--- src/rtl/adc_result_bank.sv ---
module adc_result_bank #(
  parameter int CONV_CYCLES = 132
) (
  input  logic       clk,
  input  logic       rst_n,
  input  logic       conv_start,
  input  logic       rep_mode,
  input  logic [1:0] ch_sel,
  input  logic [9:0] conv_data,
  input  logic       rd_en,
  input  logic [2:0] rd_addr,
  output logic [7:0] rd_data,
  output logic       busy,
  output logic       eoc
);
  localparam int CNT_W = $clog2(CONV_CYCLES);
  localparam int NREG  = 4;

  logic [CNT_W-1:0] cnt;
  logic [1:0]       ch_q, wptr;
  logic             rep_q;
  logic [7:0]       hi [NREG];
  logic [1:0]       lo [NREG];
  logic [NREG-1:0]  fl;

  wire       store = busy && !conv_start && (cnt == CNT_W'(CONV_CYCLES - 1));
  wire [1:0] widx  = rep_q ? wptr : ch_q;
  wire [1:0] ridx  = rd_addr[2:1];

  assign rd_data = rd_addr[0] ? hi[ridx] : {lo[ridx], 5'b0, fl[ridx]};

  always_ff @(posedge clk or negedge rst_n) begin
    if (!rst_n) begin
      cnt   <= '0;
      ch_q  <= '0;
      wptr  <= '0;
      rep_q <= 1'b0;
      busy  <= 1'b0;
    end else if (conv_start) begin
      cnt   <= '0;
      ch_q  <= ch_sel;
      rep_q <= rep_mode;
      wptr  <= '0;
      busy  <= 1'b1;
    end else if (store) begin
      cnt  <= '0;
      busy <= rep_q;
      if (rep_q) wptr <= wptr + 2'd1;
    end else if (busy) begin
      cnt <= cnt + 1'b1;
    end
  end

  always_ff @(posedge clk or negedge rst_n) begin
    if (!rst_n) begin
      for (int i = 0; i < NREG; i++) begin
        hi[i] <= '0;
        lo[i] <= '0;
      end
      fl  <= '0;
      eoc <= 1'b0;
    end else begin
      for (int i = 0; i < NREG; i++) begin
        if (store && widx == 2'(i)) begin
          hi[i] <= conv_data[9:2];
          lo[i] <= conv_data[1:0];
          fl[i] <= 1'b1;
        end else if (rd_en && ridx == 2'(i)) begin
          fl[i] <= 1'b0;
        end
      end
      if (store && (!rep_q || wptr == 2'd3)) eoc <= 1'b1;
      else if (rd_en)                        eoc <= 1'b0;
    end
  end
endmodule

--- config.mk ---
export PLATFORM = sky130hd
export DESIGN_NAME = adc_result_bank
export DESIGN_NICKNAME = d
export VERILOG_FILES = /design/src/rtl/adc_result_bank.sv
export SDC_FILE = /design/constraint.sdc
export NUM_CORES = 1
export LEC_CHECK = 0
export BUFFER_PORTS_ARGS = -buffer_cell sky130_fd_sc_hd__buf_2
export CAP_MARGIN = 10
export CELL_PAD_IN_SITES_DETAIL_PLACEMENT = 0
export CELL_PAD_IN_SITES_GLOBAL_PLACEMENT = 1
export CORE_MARGIN = 8
export CORE_UTILIZATION = 48
export DETAILED_ROUTE_END_ITERATION = 16
export PLACE_DENSITY_LB_ADDON = 0.25
export SYNTH_ARGS = -nofsm -noshare
export SYNTH_HDL_FRONTEND = slang
export SYNTH_SLANG_ARGS = --single-unit
--- constraint.sdc ---
create_clock -name clk -period 2.2 [get_ports clk]
set_input_delay 0.11 -clock clk [delete_from_list [all_inputs] [get_ports clk]]
set_output_delay 0.11 -clock clk [all_outputs]
set_load 0.1 [all_outputs]
# ---- Yosys cells after proc, flatten, opt, wreduce, memory -nomap -nowiden
# Cells that the tools add are included.
dict set report op_classes {
  n_addsub 2
  multipliers 0
  div 0
  order_cmp 2
  eq_ne 8
  n_shift 0
  n_mux 28
  n_bitwise 1
  n_reduce_logical 25
}
# cell count
set op_table {}
lappend op_table {{$mux 8} 6}
lappend op_table {{$bmux 8 s2} 1}
lappend op_table {{$reduce_bool 2->1} 7}
lappend op_table {{$mux 1} 13}
lappend op_table {{$mux 2} 6}
lappend op_table {{$logic_and 1x1->1} 11}
lappend op_table {{$eq 2x2->1 const B} 5}
lappend op_table {{$add 8x1->8 const B} 1}
lappend op_table {{$eq 8x8->1 const B} 1}
lappend op_table {{$bmux 2 s2} 1}
lappend op_table {{$eq 2x1->1 const B} 2}
lappend op_table {{$logic_not 2->1} 2}
lappend op_table {{$ge 3x3->1 const B} 1}
lappend op_table {{$lt 2x3->1 const B} 1}
lappend op_table {{$not 2->3} 1}
lappend op_table {{$reduce_bool 3->1} 1}
lappend op_table {{$add 2x1->2 const B} 1}
lappend op_table {{$bmux 1 s2} 1}
lappend op_table {{$logic_not 1->1} 2}
lappend op_table {{$reduce_and 2->1} 1}
lappend op_table {{$logic_or 1x1->1} 1}
dict set report word_totals {
  register_bits 59
  latchBits 0
  ramBits 0
  rom_bits 0
  in_bits 20
  out_inout_bits 10
  n_memories 0
}

# ---- Longest topological paths before layout
# Gate-level depths: netlist (run 1).
dict set report depth {
  depth_word 5
  depth_mapped 6
  ltp_nobuf 5
}

# ---- Least setup slack after synthesis (run 1)
# OpenSTA, ideal clock, no wires.
dict set report synth_timing {
  path_type {register to register}
  start {register busy}
  end {register hi[10] (netlist bit)}
  t_arrival_ps 2052
  required_ps 2075
  slack_ps 24
  stages_incl_launch_ff 5
  period_less_slack_ps 2176
  path_cell_list {dfrtp_1 nand2b_1 nor3_2 buf_4 mux2_2}
}
dict set report synth_between {
  elab_chain_len 3
}
# item line
set synth_rtl {}
lappend synth_rtl {{start: declaration} 13} ;# output logic busy,
lappend synth_rtl {{start signal: assignment} 47} ;# busy <= rep_q;
lappend synth_rtl {{$logic_and 1x1->1 (2 in a row)} 26} ;# wire store = busy && !conv_start && (cnt == CNT_W'(CONV_CYCLES - 1));
lappend synth_rtl {{$logic_and 1x1->1} 64} ;# if (store && widx == 2'(i)) begin
lappend synth_rtl {{end signal: indexed assignment} 65} ;# hi[i] <= conv_data[9:2];
lappend synth_rtl {{end: declaration} 22} ;# logic [7:0] hi [NREG];
# Every way passes these cells.
# A chain may end at the register's enable or synchronous reset.

# ---- Worst setup path after layout (run 1)
dict set report layout_timing {
  start {register cnt[0]}
  end {register lo[0] (netlist bit)}
}
dict set report layout_between {
  elab_chain_len 3
}
# item line
set layout_rtl {}
lappend layout_rtl {{start: declaration} 19} ;# logic [CNT_W-1:0] cnt;
lappend layout_rtl {{start signal: assignment} 50} ;# cnt <= cnt + 1'b1;
lappend layout_rtl {{$eq 8x8->1} 26}
lappend layout_rtl {{$logic_and 1x1->1} 26}
lappend layout_rtl {{$logic_and 1x1->1} 64}
lappend layout_rtl {{end signal: indexed assignment} 66} ;# lo[i] <= conv_data[1:0];
lappend layout_rtl {{end: declaration} 23} ;# logic [1:0] lo [NREG];
# Every way passes these cells.

==> results of run 1 <==
-- routing by layer --
layer	wire (um)	part of all wire, %	vias to the layer above
met5	0	0	-
met4	87	1.6	0
met3	229	4.2	8
met2	2810	51	26
met1	2380	43	881
li1	-	-	819
-- final cells by class --
cell class | count | area [um^2]
clock buffer | 12 | 165
clock inverter | 4 | 95.1
fill | 495 | 2420
inverter | 2 | 7.51
multi-input combinational | 130 | 1320
sequential | 59 | 1480
tap | 75 | 93.8
timing repair buffer | 41 | 245
-- power by group --
| part | switching [mW] | leakage, nW | internal, mW |
|---|---|---|---|
| registers | 0.0117 | 0.813 | 1.10 |
| logic | 0.0899 | 0.724 | 0.0549 |
| clock network | 0.428 | 0.133 | 0.844 |
| total | 0.529 | 1.67 | 1.99 |
-- cells in the mapped netlist, types with 2 or more instances --
cell type	number	area share, %
a22o_1	2	0.61
mux2_4	9	4.7
mux2_2	36	14
nor3_2	2	0.70
dfrtp_1	59	52
nor2b_1	3	0.66
mux4_2	11	8.7
mux2_1	2	0.79
mux2i_2	2	0.97
a21o_1	3	0.79
nand2_1	9	1.2
o21ai_0	6	1.1
buf_2	3	0.53
nand3_1	4	0.70
inv_1	2	0.26
a21oi_1	4	0.70
ha_1	3	1.3
clkbuf_1	2	0.26
and2_1	5	1.1
buf_4	2	0.53
nor2_1	6	0.79
nand2b_1	4	0.88
-- worst max path at each step --
stage | start | end | slack [ps] | depth (start not counted)
after global placement | cnt[0]$_DFFE_PN0P_ | lo[0]$_DFFE_PN0P_ | 260 | 6
after floorplan | busy$_DFFE_PN0P_ | hi[10]$_DFFE_PN0P_ | 20 | 4
after CTS | cnt[0]$_DFFE_PN0P_ | lo[0]$_DFFE_PN0P_ | 220 | 6
after detailed placement | cnt[0]$_DFFE_PN0P_ | lo[0]$_DFFE_PN0P_ | 220 | 6
final | cnt[0]$_DFFE_PN0P_ | lo[0]$_DFFE_PN0P_ | 230 | 6
after global routing | cnt[0]$_DFFE_PN0P_ | lo[0]$_DFFE_PN0P_ | 110 | 6
-- flip-flops by register name (all words and copies together) (netlist names), 2 cells and up --
name and count:
fl 4, cnt 8, ch_q 2, lo 8, hi 32, wptr 2
-- layout by cell type, fill, tap and decap left out, types with 5 or more instances in the layout --
cell       n
dfrtp_1   59
mux2_2    36
buf_2     29
clkbuf_8  12
mux4_2    11
nand2_1    9
mux2_4     9
buf_4      8
nor2_1     6
o21ai_0    6
and2_1     5
-- stage by stage --
step	power [mW]	area, um^2
6_report	2.52	3400
2_1_floorplan	1.20	2850
3_3_place_gp	1.27	3100
4_1_cts	2.55	3400
3_5_place_dp	1.27	3100
5_1_grt	2.61	3400
-- cells by family after synthesis --
kind of cell    after synthesis
compound gates               21
fa+ha+maj                     3
buf+inv                      10
flops                        59
mux                          61
simple gates                 45
==> impl.org, run 1 <==
** Outcome
- The flow ran to the end, and the final reports show no timing, DRC or antenna violations.

** Clock network
- For the worst-skew pair, the clock arrives at the later sink with an insertion delay of 340 ps.
- Post-CTS Hold Fix Bufs :: 4
- The tree is rooted in a clkbuf_8.
- The clock passes through at most 2 buffers.
- After clock tree synthesis, the clock-pin slew on the worst setup and hold paths is 70 ps.
- Post-CTS Repair Setup Buffers :: 0
- CTS built an H-tree with a depth of 3.
- TritonCTS built the clock tree.
- In this run, CTS created clock tree buffers numbering 9.
- Number of gates given a new drive strength after cts :: 0
- Clock tree synthesis found a total of 59 sinks.

** Synth
- After synthesis the cells add up to 0.00285 mm^2.
- When the netlist entered floorplanning its net count stood at 222.
- In this run the mean area of a mapped cell was 14.3 um^2.
- By area, the combinational part of the netlist is dominated by multiplexers.
- Adder and majority gate portion of the synthesized area :: 1.32%
- The number of different library cells used by synthesis comes to 42.
- Compound-gate portion of the synthesized area :: 4.83%
- Top FF cell, synth :: dfrtp_1
- Share of synthesized registers carrying an async set or reset :: 100%
- Share of the synthesized netlist area taken by xor and xnor gates :: 0%
- Synthesis handed over a netlist of 199 instances.
- Yosys warnings :: 0
- The synthesized design contains 59 register bits.
- Share of synthesized area spent on multiplexers :: 29.8%
- EDFF count, synth :: 0
- Area share of and/or/nand/nor cells after synthesis :: 10.3%
- After synthesis, flip-flops and latches occupy 51.8% of the total area.

** Routing
- DR iter-0 viols :: 42
- Final WL :: 5500 um
- Vias per inst :: 5.37
- Before antenna repair, the detailed router went through 4 iterations.
- The count of nets left with antenna violations once routing finished came out at 0.
- The routed layout has 1734 vias.
- DRC violations left :: 0
- DR WL/cell :: 17.0 um

** Timing
- The number of hold-slack violations in the final timing report is 0.
- Measured slew at the worst slew-check pin :: 488 ps
- Setup slack closes at 231 ps.
- The clock period could shrink to 1970 ps.
- Setup violations remaining at the end of the flow were counted as 0.
- Fin Clk Skew :: 6.97 ps
- Achievable clock frequency :: 508 MHz
- Remaining max-slew budget at the tightest pin :: 67.7%
- The total count of max-transition violations in the final report was 0.
- Accumulated negative setup slack :: 0 ps
- Final cycle utilization of the critical path :: 89.5%
- Hold is met by 31.2 ps.
- RSZ-0062 raised after global routing :: false

** Placed design
- Routability-driven placement finished with a final weighted congestion of 0.780.
- Post-detail-place hpwl :: 3730 um
- Post-Place Setup Slack :: 225 ps
- Including well taps, the total number of placed cells is 303.
- Count of input and output buffers :: 29

** Floorplanning
- For this configuration, the core starts out at a cell density of 49.0%.
- Placeable core region :: 0.00582 mm^2
- Die width :: 93.0 um
- Pin placement for this block handled 30 I/O pins.
- After floorplanning, the core was divided into 28 placement rows.
- Area of the die :: 0.00866 mm^2
- The die is 93.0 um tall.

** Global routing
- In this run the most used layer during global routing was met2.
- The number of global-route vias before repair was 1919.
- Global routing used 4.33% of the available met3 tracks.
- The number of antenna violations at the first check in global routing was 0.
- Met1 track utilization from global routing :: 16.9%
- The total overflow left after global routing is 0.
- Met2 Usage GRT :: 23.7%
- For this run, the total global-route usage over all layers was measured as 14.6%.
- Largest net degree at the start of global routing :: 23
- The first global-routing pass estimated 9620 um of wire.

** Worst setup path
- Required @ worst endpoint :: 2420 ps
- Crit Path Class :: flop to flop
- Along the worst path, the maximum fanout reaches 11.
- The worst setup path is captured at a flop.
- Startpoint of the lowest-slack register-to-register path :: cnt[0]$_DFFE_PN0P_
- Slack of the worst reg-to-reg path :: 230 ps
- Walking the worst path, the cells encountered are ha_1 -> and4bb_2 -> nand2_4 -> nor4_4 -> buf_4 -> mux2_2.
- For the worst setup path, the data arrival time is 2190 ps.
- Slowest CP cell :: dfrtp_1
- Reg-to-reg endpoint :: lo[0]$_DFFE_PN0P_
- The worst setup path is launched from a flop.
- Buf+Inv Stages, Crit Path :: 1
- Worst R2R Path Depth :: 6
- On the critical path the largest part of the delay comes from simple AND/OR/NAND/NOR gates.
- For this run, the slowest stage of the critical path takes 400 ps.

** Cells and area
- Cells fill 58.5% of the core in the end.
- Post-route insts no fill :: 323
- Relative to the synthesized area, the layout overhead comes to 19.3%.
- The final layout contains 266 nets.
- The number of antenna diodes in the final layout is 0.
- Of the cells placed in the final design, the portion with a size suffix greater than 1 is 49.6%.

** Hold path
- The path class of the tightest hold or removal check is input port to flop.
- End of the worst hold path :: hi[17]$_DFFE_PN0P_
- The worst hold path passes through 2 cells.
- Min-Delay Startpoint :: conv_data[3]

** Job
- Max Cap Viol :: 0

** Pwr
- Cell leakage power :: 1.67 nW
- VDD sags by at most 0.395 mV.
- Power spread over the standard cell area amounts to 742 mW/mm^2.
(Power assumes the default switching activity.)
==> run 2: changes to the inputs <==
--- a/config.mk
+++ b/config.mk
@@ -9,10 +9,9 @@
 export CAP_MARGIN = 10
 export CELL_PAD_IN_SITES_DETAIL_PLACEMENT = 0
 export CELL_PAD_IN_SITES_GLOBAL_PLACEMENT = 1
-export CORE_MARGIN = 8
 export CORE_UTILIZATION = 48
 export DETAILED_ROUTE_END_ITERATION = 16
-export PLACE_DENSITY_LB_ADDON = 0.25
+export PLACE_DENSITY_LB_ADDON = 0.1
 export SYNTH_ARGS = -nofsm -noshare
 export SYNTH_HDL_FRONTEND = slang
 export SYNTH_SLANG_ARGS = --single-unit
==> constraint.sdc (replaced) <==
create_clock -name clk -period 2.2 [get_ports clk]
set_input_delay 0.11 -clock clk [delete_from_list [all_inputs] [get_ports clk]]
set_output_delay 0.11 -clock clk [all_outputs]
set_load 0.005 [all_outputs]
==> run 2 against run 1 <==
Effect of this change:
- final area fell by 2.1%
- via count rose by 1.5%
- register-to-register slack barely moved
==> impl.org, run 2 (synthesis results as in run 1) <==
** Clock network
- Clock transition at the registers of the reported paths :: 70 ps (about the same)
- Clock tree from TritonCTS :: done
- The maximum root-to-sink buffer count came to 2 (unchanged).
- Number of CTS-inserted buffers :: 9 (unchanged)
- The number of sinks driven by the clock tree is 59 (unchanged).
- The deepest level of the CTS H-tree came to 3 (unchanged).
- Root buffer selected by CTS :: clkbuf_8
- Later-pin clock latency in the skew report :: 330 ps (about the same)
- Post-CTS Repair Setup Buffers :: 0 (unchanged)

** Hold path
- The startpoint identified for the worst hold timing path is ch_sel[1].
- The number of cells traversed by the worst hold path came to 2 (unchanged).
- For hold timing, the worst endpoint is ch_q[1]$_DFFE_PN0P_.
- Worst Hold Class :: input port to flop

** Cells and area
- Leaving out fill and tap cells, the most frequent cells in the layout are dfrtp_1, mux2_2, buf_2, mux4_2, clkbuf_8.
- The number of flip-flops under the largest register name is 32 (unchanged).
- Ranked by flip-flop count, first place goes to hi.
- The fraction of layout cells with a size suffix above 1 came to 49.2% (-0.42 points).
- Antenna diode count :: 0 (unchanged)
- Most common cell after layout, fill and taps aside :: dfrtp_1
- Registers with the highest flip-flop counts :: hi x32, cnt x8, lo x8
- NumNets Final :: 262 (-1.5%)
- Post-route insts no fill :: 316 (-2.2%)
- From synthesis to final layout, the design area changed by 16.8%.
- Fin util :: 59.3% (+0.89 points)

** Timing
- The setup skew after layout came to 6.46 ps (-0.511 ps).
- Measured slew at the worst slew-check pin :: 743 ps (+254 ps)
- Achievable clock frequency :: 507 MHz (-0.20%)
- Number of max-slew violations in the final report :: 0 (unchanged)
- Final min period :: 1970 ps (+3.95 ps)
- Accumulated negative setup slack :: 0 ps (unchanged)
- Setup repair after global routing left no endpoint under its margin.
- Number of setup violations in the final report :: 0 (unchanged)
- Final cycle utilization of the critical path :: 89.7% (+0.18 points)
- Remaining max-slew budget at the tightest pin :: 50.5% (-17 points)
- The number of hold-slack violations in the final timing report came to 0 (unchanged).

** Placed design
- Post-detail-place hpwl :: 3630 um (-2.5%)
- The count of buffers from port buffering came to 29 (unchanged).
- Placer Congestion :: 0.795 (+2.0%)
- Placed insts :: 298 (-1.7%)

** Global routing
- Largest net degree at the start of global routing :: 60 (+160%)
- The total grt overflow came to 0 (unchanged).
- Wire length of the first global-routing pass :: 9100 um (-5.4%)
- Antenna violations before repair :: 0 (unchanged)
- The global routing usage summed across all routing layers was 19.9% (+5.3 points).
- Number of global-route vias before repair :: 1846 (-3.8%)

** Routing
- The final wirelength was 5470 um (-0.62%).
- Vias per inst :: 5.57 (+3.7%)
- Post-detailed-route count of antenna-violating nets :: 0 (unchanged)
- Via count of the routed design :: 1760 (+1.5%)
- The DRC violation count after routing was 0 (unchanged).
- DR iter-0 viols :: 64 (+52%)
- The first-pass detailed-route iteration total is 4 (unchanged).
- DR WL/cell :: 17.3 um (+1.6%)

** Floorplanning
- The total die area is 0.00625 mm^2 (-28%).
- Boundary Pins :: 30 (unchanged)
- Number of placement rows :: 27 (-3.6%)
- Die H :: 79.0 um (-15%)
- Die width :: 79.0 um (-15%)
- Initial cell density of the core :: 50.8% (+1.8 points)
- Placeable core region :: 0.00561 mm^2 (-3.6%)

** Worst setup path
- Slack of the worst reg-to-reg path :: 230 ps (about the same)
- Largest stage delay, worst path :: 390 ps (about the same)
- Total stage count of the critical path :: 6 (unchanged)
- In this run the critical register-to-register path is captured at lo[0]$_DFFE_PN0P_.
- The required time at the worst-slack endpoint came to 2410 ps (about the same).
- Endpoint class of the critical path :: flop
- STA classifies the critical path startpoint as a flop.
- Slowest CP cell :: dfrtp_1
- Crit path max-delay family :: simple AND/OR/NAND/NOR gates
- Crit Path Class :: flop to flop
- Startpoint of the lowest-slack register-to-register path :: cnt[0]$_DFFE_PN0P_
- The number of buffer and inverter instances along the worst setup path came to 1 (unchanged).
- The biggest fanout along the worst timing path came to 11 (unchanged).
- Sequence of cells on the critical path :: ha_1 -> and4bb_2 -> nand2_4 -> nor4_4 -> buf_4 -> mux2_2
- Worst R2R Path Depth :: 6 (unchanged)
- Arrival time of data at the critical path endpoint :: 2190 ps (about the same)

** Outcome
- The flow ran to the end, and the final reports show no timing, DRC or antenna violations.

** Job
- Max Cap Viol :: 0 (unchanged)

** Pwr
- The static leakage was 1.63 nW (-2.3%).
- Maximum ir drop on the vdd rail :: 0.350 mV (-11%)
- Ratio of total power to cell area :: 705 mW/mm^2 (-5.0%)
[run 2: repair_timing]
item | CTS | global route
hold buffers | 2 | 0
resized for setup | 0 | 0
setup endpoints to repair | 0 | 0
endpoints found under the hold margin | 60 | 0
[run 2: worst max path at each step]
stage | from | endpoint | slack (ps)
floorplan | cnt[0]$_DFFE_PN0P_ | hi[0]$_DFFE_PN0P_ | 380
global placement | cnt[0]$_DFFE_PN0P_ | lo[0]$_DFFE_PN0P_ | 250
global route | cnt[0]$_DFFE_PN0P_ | lo[0]$_DFFE_PN0P_ | 130
detailed placement | cnt[0]$_DFFE_PN0P_ | lo[0]$_DFFE_PN0P_ | 210
finish | cnt[0]$_DFFE_PN0P_ | lo[0]$_DFFE_PN0P_ | 230
CTS | cnt[0]$_DFFE_PN0P_ | lo[0]$_DFFE_PN0P_ | 200
[run 2: layer usage]
layer | global-route usage (%) | wire length (um)
met5 | 0 | 0
met2 | 33.2 | 2910
met3 | 4.25 | 125
met4 | 10.2 | 104
met1 | 24.2 | 2330
[run 2: layout make-up]
| type | count | area [um^2] |
|---|---|---|
| clock buffer | 12 | 155 |
| clock inverter | 4 | 72.6 |
| fill | 489 | 2280 |
| tap | 72 | 90.1 |
| inverter | 2 | 7.51 |
| sequential | 59 | 1480 |
| timing repair buffer | 37 | 210 |
| multi-input combinational | 130 | 1320 |
[run 2: through the flow]
stage          area [um^2]  power (mW)  hold WS [ps]  setup WS, ps
2_1_floorplan         2850        1.19          -186           378
3_3_place_gp          3080        1.25           291           249
6_report              3330        2.35          15.6           227
5_1_grt               3330        2.44          10.7           125
4_1_cts               3330        2.38         0.818           202
3_5_place_dp          3080        1.26           306           206
[run 2: power breakdown]
part	total, mW	leakage, nW	switching, mW	internal, mW
clock network	1.11	0.113	0.412	0.698
registers	1.11	0.813	0.0120	1.10
logic	0.129	0.706	0.0789	0.0497
total	2.35	1.63	0.503	1.84
==> run 3: changes to the inputs <==
==> config.mk (replaced) <==
export PLATFORM = sky130hd
export DESIGN_NAME = adc_result_bank
export DESIGN_NICKNAME = d
export VERILOG_FILES = /design/src/rtl/adc_result_bank.sv
export SDC_FILE = /design/constraint.sdc
export NUM_CORES = 1
export LEC_CHECK = 0
export CAP_MARGIN = 10
export CORE_UTILIZATION = 63
export DETAILED_ROUTE_END_ITERATION = 16
export DONT_BUFFER_PORTS = 1
export MAX_ROUTING_LAYER = met4
export PLACE_DENSITY = 0.79
export SYNTH_ARGS = -nofsm -noshare
export SYNTH_HDL_FRONTEND = slang
export SYNTH_SLANG_ARGS = --single-unit
==> run 3 against run 2 <==
Effect of this change:
- die area fell by 23%
- sequential cell count unchanged
- sequential share of layout area is 0.48 points lower
- count of clock-buffer cells in the layout fell by 1
- power rose by 3.6%
- via count shrank 2.5%
- clock power is 8% higher
- cell count fell by 10%
- register-to-register slack hardly changed
- fmax grew 0.56%
- global-route usage rose by 7.4 points
- critical path depth stayed put
- largest power group is now the clock network
- highest routed layer unchanged
==> impl.org, run 3 (synthesis results as in run 1) <==
** Routing
- The count of routing violations after the opening detailed-route iteration came to 120 (+88%).
- DRC violations left :: 0 (unchanged)
- Via count of the routed design :: 1716 (-2.5%)
- The first-pass detailed-route iteration total is 4 (unchanged).
- DR WL/cell :: 19.2 um (+11%)
- The number of nets with antenna violations after detailed routing was 0 (unchanged).
- The final wirelength was 5450 um (-0.42%).
- The via-per-instance ratio was 6.06 (+8.9%).

** Timing
- Remaining max-slew budget at the tightest pin :: 75.5% (+25 points)
- The clock period minus worst slack came to 1960 ps (-10.9 ps).
- The total count of max-transition violations in the final report is 0 (unchanged).
- The transition at the pin with the smallest max-transition slack was 361 ps (-382 ps).
- Fin Clk Skew :: 5.39 ps (-1.07 ps)
- RSZ-0062 raised after global routing :: false
- Final cycle utilization of the critical path :: 89.2% (-0.50 points)
- Achievable clock frequency :: 510 MHz (+0.56%)
- Accumulated negative setup slack :: 0 ps (unchanged)
- The number of hold-slack violations in the final timing report came to 0 (unchanged).
- The final count of negative-setup-slack endpoints was 0 (unchanged).

** Outcome
- The run finished with clean final reports.

** Worst setup path
- The biggest fanout along the worst timing path was 11 (unchanged).
- Endpoint class of the critical path :: flop
- Worst R2R Path Depth :: 6 (unchanged)
- Slack of the worst reg-to-reg path :: 240 ps (about the same)
- Startpoint of the lowest-slack register-to-register path :: cnt[0]$_DFFE_PN0P_
- Crit Path Class :: flop to flop
- The required time at the worst-slack endpoint is 2420 ps (about the same).
- The worst setup path is launched from a flop.
- First element of the critical path :: cnt[0]$_DFFE_PN0P_
- Critical Path End :: lo[0]$_DFFE_PN0P_
- Reg-to-reg endpoint :: lo[0]$_DFFE_PN0P_
- Arrival time of data at the critical path endpoint :: 2180 ps (about the same)

** Placed design
- Placed insts :: 248 (-17%)
- Cell area reported after detailed placement :: 0.00292 mm^2 (-5.4%)
- The count of buffers from port buffering came to 0 (-100%).
- The global placer's final weighted congestion came to 0.880 (+11%).
- Post-detail-place hpwl :: 3340 um (-8.0%)

** Clock network
- The number of buffers inserted to repair setup after CTS is 0 (unchanged).
- The deepest level of the CTS H-tree is 3 (unchanged).
- TritonCTS built the clock tree.
- The total CTS buffers is 9 (unchanged).
- The maximum root-to-sink buffer count was 2 (unchanged).
- Clock transition at the registers of the reported paths :: 60 ps (about the same)
- The count of instances resized after the clock tree is built came to 0 (unchanged).
- Root buffer selected by CTS :: clkbuf_8
- Number of clock sinks :: 59 (unchanged)
- The clock network latency to the later pin of the worst-skew pair came to 330 ps (about the same).
- The hold buffer count at cts came to 19 (+17).

** Cells and area
- The library cell used most frequently in the layout, excluding fill and tap cells, is dfrtp_1.
- In the layout the commonest cells are dfrtp_1, mux2_2, dlygate4sd3_1, mux4_2, clkbuf_8.
- Registers with the highest flip-flop counts :: hi x32, cnt x8, lo x8
- hi holds more flip-flops than any other register.
- Largest register FFs :: 32 (unchanged)
- Antenna diode count :: 0 (unchanged)
- Layout filler cell count :: 280 (-43%)
- Area overhead of the layout relative to synthesis :: 18.1%
- The non-filler instance count after layout came to 283 (-10%).
- The share of the core filled with cells in the final layout was 77.3% (+18 points).
- Reg area :: 0.00148 mm^2 (unchanged)
- Combined area of the multi-input logic cells :: 0.00132 mm^2 (unchanged)
- The fraction of layout cells with a size suffix above 1 was 39.4% (-9.8 points).
- NumNets Final :: 249 (-5.0%)
- Post-route cell area :: 0.00336 mm^2 (+1.1%)

** Floorplanning
- The number of rows created at floorplan was 24 (-11%).
- The total I/O pin count was 30 (unchanged).
- Placeable core region :: 0.00435 mm^2 (-22%)
- The effective utilization at floorplan was 65.4% (+15 points).
- Die H :: 69.2 um (-12%)
- Area of the die :: 0.00479 mm^2 (-23%)
- Die width :: 69.2 um (-12%)

** Job
- The number of maximum-capacitance violations came to 0 (unchanged).

** Hold path
- The tightest min-delay check is of the input port to flop type.

** Global routing
- The number of antenna violations at the first check in global routing was 0 (unchanged).
- Wire length of the first global-routing pass :: 9530 um (+4.7%)
- Leftover overflow at the end of global routing :: 0 (unchanged)
- Largest net degree at the start of global routing :: 60 (unchanged)
- The global routing usage summed across all routing layers is 27.2% (+7.4 points).
- Number of global-route vias before repair :: 1945 (+5.4%)

** Pwr
- Ratio of total power to cell area :: 723 mW/mm^2 (+2.5%)
- The post-layout total power came to 2.43 mW (+3.6%).
- The worst ir drop on vdd is 0.514 mV (+47%).
- Cell leakage power :: 1.59 nW (-2.5%)
run 3: cell type report:
class / instances / area share (%)
Inverter: 2 / 0.223
Timing Repair Buffer: 24 / 7.66
Clock buffer: 11 / 4.20
Tap cell: 52 / 1.93
Clock inverter: 5 / 2.98
Multi-Input combinational cell: 130 / 39.1
Sequential cell: 59 / 43.9
run 3: worst min path at each step:
stage,cells after the start,to,startpoint,slack (ps)
global route,3,fl[0]$_DFFE_PN0P_,rd_addr[1],60
global placement,0,hi[28]$_DFFE_PN0P_,rst_n,-180
CTS,3,fl[0]$_DFFE_PN0P_,rd_addr[1],1
floorplan,0,busy$_DFFE_PN0P_,rst_n,-190
finish,3,fl[0]$_DFFE_PN0P_,rd_addr[1],20
detailed placement,0,hi[20]$_DFFE_PN0P_,rst_n,-180
run 3: power breakdown:
part / leakage (nW) / switching (mW) / internal [mW]
logic: 0.655 / 0.0639 / 0.0611
registers: 0.813 / 0.0129 / 1.10
clock network: 0.123 / 0.417 / 0.780
run 3: routing by layer:
layer	track usage, %	vias up	share of wire (%)
met3	8.14	12	4.4
met1	31.6	855	40
met5	-	-	0
met4	9.07	0	1.7
met2	45.5	56	54
li1	-	793	-
run 3: worst max-delay path, cell delays in order (launching register included):
cell	delay, ps
dfrtp_1	400
ha_1	190
and4bb_2	300
nand2_4	90
nor4_4	330
buf_12	190
mux2_2	340
run 3: per-stage QoR:
step / hold WS, ps / setup slack, ps
2_1_floorplan: -186 / 378
3_3_place_gp: -184 / 311
3_5_place_dp: -184 / 258
4_1_cts: 1.10 / 234
5_1_grt: 62.9 / 196
6_report: 16.3 / 238
